File: src/rtl/fetch_xlate_pkg.sv
package fetch_xlate_pkg;
  typedef enum logic [1:0] {
    FLT_NONE = 2'd0,
    FLT_ACV  = 2'd1,
    FLT_MISS = 2'd2,
    FLT_MCHK = 2'd3
  } flt_e;
endpackage

File: src/rtl/fetch_xlate_path.sv
module fetch_xlate_path
  import fetch_xlate_pkg::*;
#(
  parameter int VA_W      = 64,
  parameter int VA_IMPL_W = 43,
  parameter int PA_W      = 44,
  parameter int PG_W      = 13,
  parameter int NMODE     = 4,
  localparam int PFN_W    = PA_W - PG_W,
  localparam int MODE_W   = $clog2(NMODE)
) (
  input  logic [VA_W-1:0]   va_i,
  input  logic              phys_i,
  input  logic [1:0]        sp_en_i,
  input  logic [MODE_W-1:0] mode_i,
  input  logic              hit_i,
  input  logic [PFN_W-1:0]  pfn_i,
  input  logic [NMODE-1:0]  rd_en_i,
  output logic [VA_W-1:0]   pa_o,
  output flt_e              flt_o
);
  localparam logic [VA_W-1:0] IMPL_MASK = {{(VA_W-PA_W){1'b0}}, {PA_W{1'b1}}};

  logic va_ok;
  generate
    if (VA_IMPL_W < VA_W) begin : g_range
      logic [VA_W-VA_IMPL_W:0] upper;
      assign upper = va_i[VA_W-1:VA_IMPL_W-1];
      assign va_ok = (&upper) | ~(|upper);
    end else begin : g_full
      assign va_ok = 1'b1;
    end
  endgenerate

  logic            in_window;
  logic [VA_W-1:0] pa_raw;
  flt_e            flt_raw;

  assign in_window = sp_en_i[1] && (va_i[VA_IMPL_W-1 -: 2] == 2'b10);

  // priority: privileged PC, physical, range, superpage, TLB
  always_comb begin
    pa_raw  = '0;
    flt_raw = FLT_NONE;
    if (va_i[0]) begin
      pa_raw = {va_i[VA_W-1:2], 2'b00} & IMPL_MASK;
    end else if (phys_i) begin
      pa_raw = va_i;
    end else if (!va_ok) begin
      flt_raw = FLT_ACV;
    end else if (in_window) begin
      if (mode_i != '0) flt_raw = FLT_ACV;
      else              pa_raw  = va_i & IMPL_MASK;
    end else if (!hit_i) begin
      flt_raw = FLT_MISS;
    end else begin
      pa_raw = {{(VA_W-PA_W){1'b0}}, pfn_i, va_i[PG_W-1:2], 2'b00};
      if (!rd_en_i[mode_i]) flt_raw = FLT_ACV;
    end
  end

  always_comb begin
    flt_o = flt_raw;
    if (flt_raw == FLT_NONE && (|pa_raw[VA_W-1:PA_W])) flt_o = FLT_MCHK;
    pa_o = (flt_o == FLT_NONE) ? pa_raw : '0;
  end
endmodule

File: src/rtl/fetch_xlate_capture.sv
module fetch_xlate_capture
  import fetch_xlate_pkg::*;
#(
  parameter int VA_W      = 64,
  parameter int VA_IMPL_W = 43,
  parameter int PG_W      = 13,
  parameter int PTE_SH    = 3,
  localparam int VPN_W    = VA_IMPL_W - PG_W
) (
  input  logic            clk_i,
  input  logic            rst_ni,
  input  logic            req_i,
  input  logic            misspec_i,
  input  flt_e            flt_i,
  input  logic [VA_W-1:0] va_i,
  input  logic [VA_W-1:0] ptbr_i,
  output logic [VA_W-1:0] tag_o,
  output logic [VA_W-1:0] form_o
);
  logic [VPN_W-1:0] vpn;
  logic [VA_W-1:0]  form_nxt;
  logic             load;

  assign vpn      = va_i[VA_IMPL_W-1:PG_W];
  assign form_nxt = ptbr_i | ({{(VA_W-VPN_W){1'b0}}, vpn} << PTE_SH);
  // machine checks do not load the fault registers
  assign load     = req_i && !misspec_i && (flt_i == FLT_ACV || flt_i == FLT_MISS);

  always_ff @(posedge clk_i or negedge rst_ni) begin
    if (!rst_ni) begin
      tag_o  <= '0;
      form_o <= '0;
    end else if (load) begin
      tag_o  <= va_i;
      form_o <= form_nxt;
    end
  end
endmodule

File: src/rtl/fetch_xlate.sv
module fetch_xlate
  import fetch_xlate_pkg::*;
#(
  parameter int VA_W      = 64,
  parameter int VA_IMPL_W = 43,
  parameter int PA_W      = 44,
  parameter int PG_W      = 13,
  parameter int NMODE     = 4,
  parameter int PTE_SH    = 3,
  localparam int PFN_W    = PA_W - PG_W,
  localparam int MODE_W   = $clog2(NMODE)
) (
  input  logic              clk_i,
  input  logic              rst_ni,
  input  logic              req_i,
  input  logic [VA_W-1:0]   vaddr_i,
  input  logic              phys_mode_i,
  input  logic [1:0]        spage_en_i,
  input  logic [MODE_W-1:0] cur_mode_i,
  input  logic              misspec_i,
  input  logic [VA_W-1:0]   ptbr_i,
  input  logic              tlb_hit_i,
  input  logic [PFN_W-1:0]  tlb_pfn_i,
  input  logic [NMODE-1:0]  tlb_rd_en_i,
  output logic              rsp_valid_o,
  output logic [VA_W-1:0]   paddr_o,
  output logic [1:0]        fault_o,
  output logic [VA_W-1:0]   fault_tag_o,
  output logic [VA_W-1:0]   fault_form_o
);
  logic [VA_W-1:0] pa_d;
  flt_e            flt_d;

  fetch_xlate_path #(
    .VA_W(VA_W), .VA_IMPL_W(VA_IMPL_W), .PA_W(PA_W), .PG_W(PG_W), .NMODE(NMODE)
  ) u_path (
    .va_i(vaddr_i), .phys_i(phys_mode_i), .sp_en_i(spage_en_i), .mode_i(cur_mode_i),
    .hit_i(tlb_hit_i), .pfn_i(tlb_pfn_i), .rd_en_i(tlb_rd_en_i),
    .pa_o(pa_d), .flt_o(flt_d)
  );

  fetch_xlate_capture #(
    .VA_W(VA_W), .VA_IMPL_W(VA_IMPL_W), .PG_W(PG_W), .PTE_SH(PTE_SH)
  ) u_cap (
    .clk_i(clk_i), .rst_ni(rst_ni), .req_i(req_i), .misspec_i(misspec_i),
    .flt_i(flt_d), .va_i(vaddr_i), .ptbr_i(ptbr_i),
    .tag_o(fault_tag_o), .form_o(fault_form_o)
  );

  always_ff @(posedge clk_i or negedge rst_ni) begin
    if (!rst_ni) begin
      rsp_valid_o <= 1'b0;
      paddr_o     <= '0;
      fault_o     <= FLT_NONE;
    end else begin
      rsp_valid_o <= req_i;
      if (req_i) begin
        paddr_o <= pa_d;
        fault_o <= flt_d;
      end
    end
  end
endmodule

File: config.mk
export PLATFORM = sky130hd
export DESIGN_NAME = fetch_xlate
export DESIGN_NICKNAME = d
export VERILOG_FILES = /design/src/rtl/fetch_xlate_pkg.sv /design/src/rtl/fetch_xlate_path.sv /design/src/rtl/fetch_xlate_capture.sv /design/src/rtl/fetch_xlate.sv
export SDC_FILE = /design/constraint.sdc
export NUM_CORES = 1
export LEC_CHECK = 0
export CELL_PAD_IN_SITES_DETAIL_PLACEMENT = 0
export CELL_PAD_IN_SITES_GLOBAL_PLACEMENT = 1
export CORE_MARGIN = 2
export CORE_UTILIZATION = 32
export DETAILED_ROUTE_END_ITERATION = 7
export PLACE_DENSITY = 0.87
export SYNTH_ARGS = -nofsm -noshare
export SYNTH_HDL_FRONTEND = slang
export SYNTH_SLANG_ARGS = --single-unit
File: constraint.sdc
create_clock -name clk_i -period 1 [get_ports clk_i]
set_input_delay 0.2 -clock clk_i [delete_from_list [all_inputs] [get_ports clk_i]]
set_output_delay 0.2 -clock clk_i [all_outputs]
set_load 0.01 [all_outputs]
==> impl_metrics.ini <==
[cts]
htreeDepth = 4
clk_path_buf_depth = 2
clkSlewWorstSetupHoldPaths_ns = 0.08
numCtsBuffers = 17
cts_tree = built
cts_root_buffer = clkbuf_16
clock_latency_ns = 0.43
clkSinkCount = 194

[synth]
netlist_area_sq_um = 7950
ys_warn_count = 0
synth-seq-cells = 194
synthFlopType = dfrtp_1
synthArstFlopShare = 1.00
syn_inst = 618
synth_edf_count = 0
synth_nets = 792
synth-seq-area-share = 0.610
avgSynthCellArea_sq_um = 12.9
synth_cell_type_count = 43

[outcome]
status = complete, but fails checks
violations = negative setup slack

[global_route]
grt_pass1_wl_um = 46100
grt_usage = 0.230
grt_pass1_vias = 7841
antenna_found_initial = 1
grt_max_degree = 39
grt.overflow.total = 0

[drt]
ant_nets = 0
drt_iter0_drc = 416
drc = 0
wirelength_um = 32000
wire_per_inst_um = 20.1
via_per_inst = 4.86
dr.pass1.iters = 4
vias = 7741

[critical_path]
critPathKind = primary input to flop
cpMostUsedCell = buf_6
crit_slowest_cell = or4_4
path_buf_inv = 5
cp_cell_sequence = buf_8 -> nor4_4 -> nand3_2 -> or4_4 -> buf_6 -> nand2_4 -> o21ai_2 -> nand2_2 -> ha_4 -> nand3b_1 -> buf_6 -> buf_12 -> buf_16 -> mux2_2
crit_fanout = 16
critPathCaptureType = flop
r2r_start = u_cap.tag_o[24]
slowest_delay_ns = 0.55
path_delay_family = simple AND/OR/NAND/NOR gates
r2r_slack_ns = -0.02
critPathRequiredTime_ns = 1.31
worstPathArrival_ns = 2.75
r2r_end = u_cap.tag_o[24]
startpoint_type = primary input
ff2ff_path_depth = 3

[timing]
rsz0062_at_grt = yes
hold_viol = 0
finalCritPeriodShare = 2.44
slew_viol_final = 0
fin_hold_ws_ns = 0.0934
finClkSkew_ns = 0
timing.fmax_ghz = 0.409
finalSetupViolCount = 387
period_needed_ns = 2.44
setup_ws_ns = -1.44

[cells_and_area]
drive_above_1_share = 0.580
final_cells = 1594
final_core_util = 0.650
fin_area_sq_um = 15900
regArea_sq_um = 4850
nNetsFinal = 1430
fillers = 1793
area_delta_synth_final_pct = 99.3
multi_input_area_sq_um = 3740

[pwr]
peakVddDrop_mv = 0.931
total_power_mw = 25.9
power.leakage_nw = 7.82
powerDensity_nw_per_um2 = 1630

[run]
maxCapViolations = 0

[worst_hold_path]
min_path_cells = 3
hold-path-endpoint = paddr_o[44]
min_from = vaddr_i[44]
hp-class = primary input to flop

[floorplanning]
die_h_um = 162
start_util = 0.326
die_x_um = 162
die_area_sq_um = 26100
core_sq_um = 24400
io_pins = 368
fp-row-count = 57

[placed_design]
place_area_sq_um = 13100
gp_congestion = 0.843
portBuffers = 365
dp_cells = 1384
dpl.hpwl_um = 20200
[cell usage after synthesis, types with 5 or more instances]
| cell | number | area [sq um] |
|---|---|---|
| o21ai_0 | 33 | 165 |
| dfrtp_1 | 194 | 4850 |
| nor2_1 | 38 | 143 |
| nor4_1 | 6 | 37.5 |
| o2bb2ai_1 | 12 | 105 |
| o31ai_2 | 26 | 325 |
| a22o_1 | 20 | 175 |
| a22oi_1 | 22 | 165 |
| mux2_2 | 97 | 1090 |
| clkbuf_1 | 33 | 124 |
| nand2_1 | 82 | 308 |
| a32oi_1 | 7 | 61.3 |
| nand4_1 | 5 | 31.3 |
[cell type report]
class,instances,area share
well taps,324,0.0256
diodes,1,0.000158
clock inverters,15,0.0137
clock buffers,17,0.0268
repair buffers,661,0.391
multi-input cells,379,0.236
inverters,3,0.000868
flip-flops and latches,194,0.306
[where the power goes]
| group | internal (mW) | total, mW | switching, mW |
|---|---|---|---|
| clock | 3.51 | 7.28 | 3.76 |
| sequential | 9.17 | 10.0 | 0.840 |
| combinational | 5.31 | 8.61 | 3.30 |
| total | 18.0 | 25.9 | 7.90 |
[cells in the final DEF (no fill, tap or decap), drive strengths merged, types with 2 or more instances in the layout]
cell / n
buf: 495
a32oi: 7
clkdlybuf4s50: 145
o21ai: 34
dfrtp: 194
clkdlybuf4s15: 3
o211ai: 2
dlymetal6s2s: 2
nor2: 38
o31ai: 29
a22o: 20
o2bb2ai: 12
a21oi: 3
nor4: 6
clkbuf: 30
clkinv: 8
nand4: 5
nand2: 82
mux2: 97
nand3b: 2
inv: 10
a22oi: 22
nand3: 2
dlygate4sd2: 2
[worst max-delay path by stage]
stage | depth (start not counted) | startpoint | slack, ns | to
floorplan | 11 | vaddr_i[56] | -1.57 | u_cap.form_o[36]
global placement | 11 | vaddr_i[60] | -2.17 | u_cap.tag_o[18]
detailed placement | 11 | vaddr_i[60] | -2.23 | u_cap.form_o[45]
CTS | 15 | vaddr_i[61] | -1.43 | u_cap.form_o[39]
global route | 15 | vaddr_i[54] | -1.52 | paddr_o[24]
finish | 14 | vaddr_i[60] | -1.44 | u_cap.tag_o[14]
[cells by family after synthesis]
group / after synthesis / share of synthesized area
AO/OA/AOI/OAI: 136 / 0.146
adder cells (fa/ha/maj): 1 / 0.00157
other: 1 / 0.000471
flip-flops: 194 / 0.610
multiplexers: 98 / 0.140
AND/OR/NAND/NOR: 143 / 0.0758
buffers and inverters: 45 / 0.0260
[worst min-delay path, stage by stage]
cell    delay (ns)
buf_6         0.09
buf_4         0.11
a22o_1        0.11
[flip-flops by register name, summed over array words and instances (netlist names)]
register / flops
fault_o: 2
u_cap.tag_o: 64
rsp_valid_o: 1
paddr_o: 63
u_cap.form_o: 64
[per-stage QoR]
step	TNS, ns	worst slack [ns]
2_1_floorplan	-279.86	-1.57
3_3_place_gp	-419.05	-2.17
3_5_place_dp	-430.07	-2.23
4_1_cts	-295.12	-1.43
5_1_grt	-311.06	-1.52
6_report	-293.71	-1.44
[what timing repair did]
item,in CTS,in global routing
pin swaps,26,19
gates resized for setup,1070,139
hold endpoints to repair,193,0
setup endpoints to repair,387,387
buffers inserted,87,82
hold buffers,1,0
gates cloned,11,6
[routing by layer]
layer	global-route usage	wire length [um]	up-vias	share of wire
met5	0	0	-	0
li1	-	-	3530	-
met3	0.0600	2140	42	0.067
met4	0.0885	658	0	0.021
met2	0.391	16600	285	0.52
met1	0.281	12600	3884	0.39
Note: power is estimated with default switching activity, not from simulation.
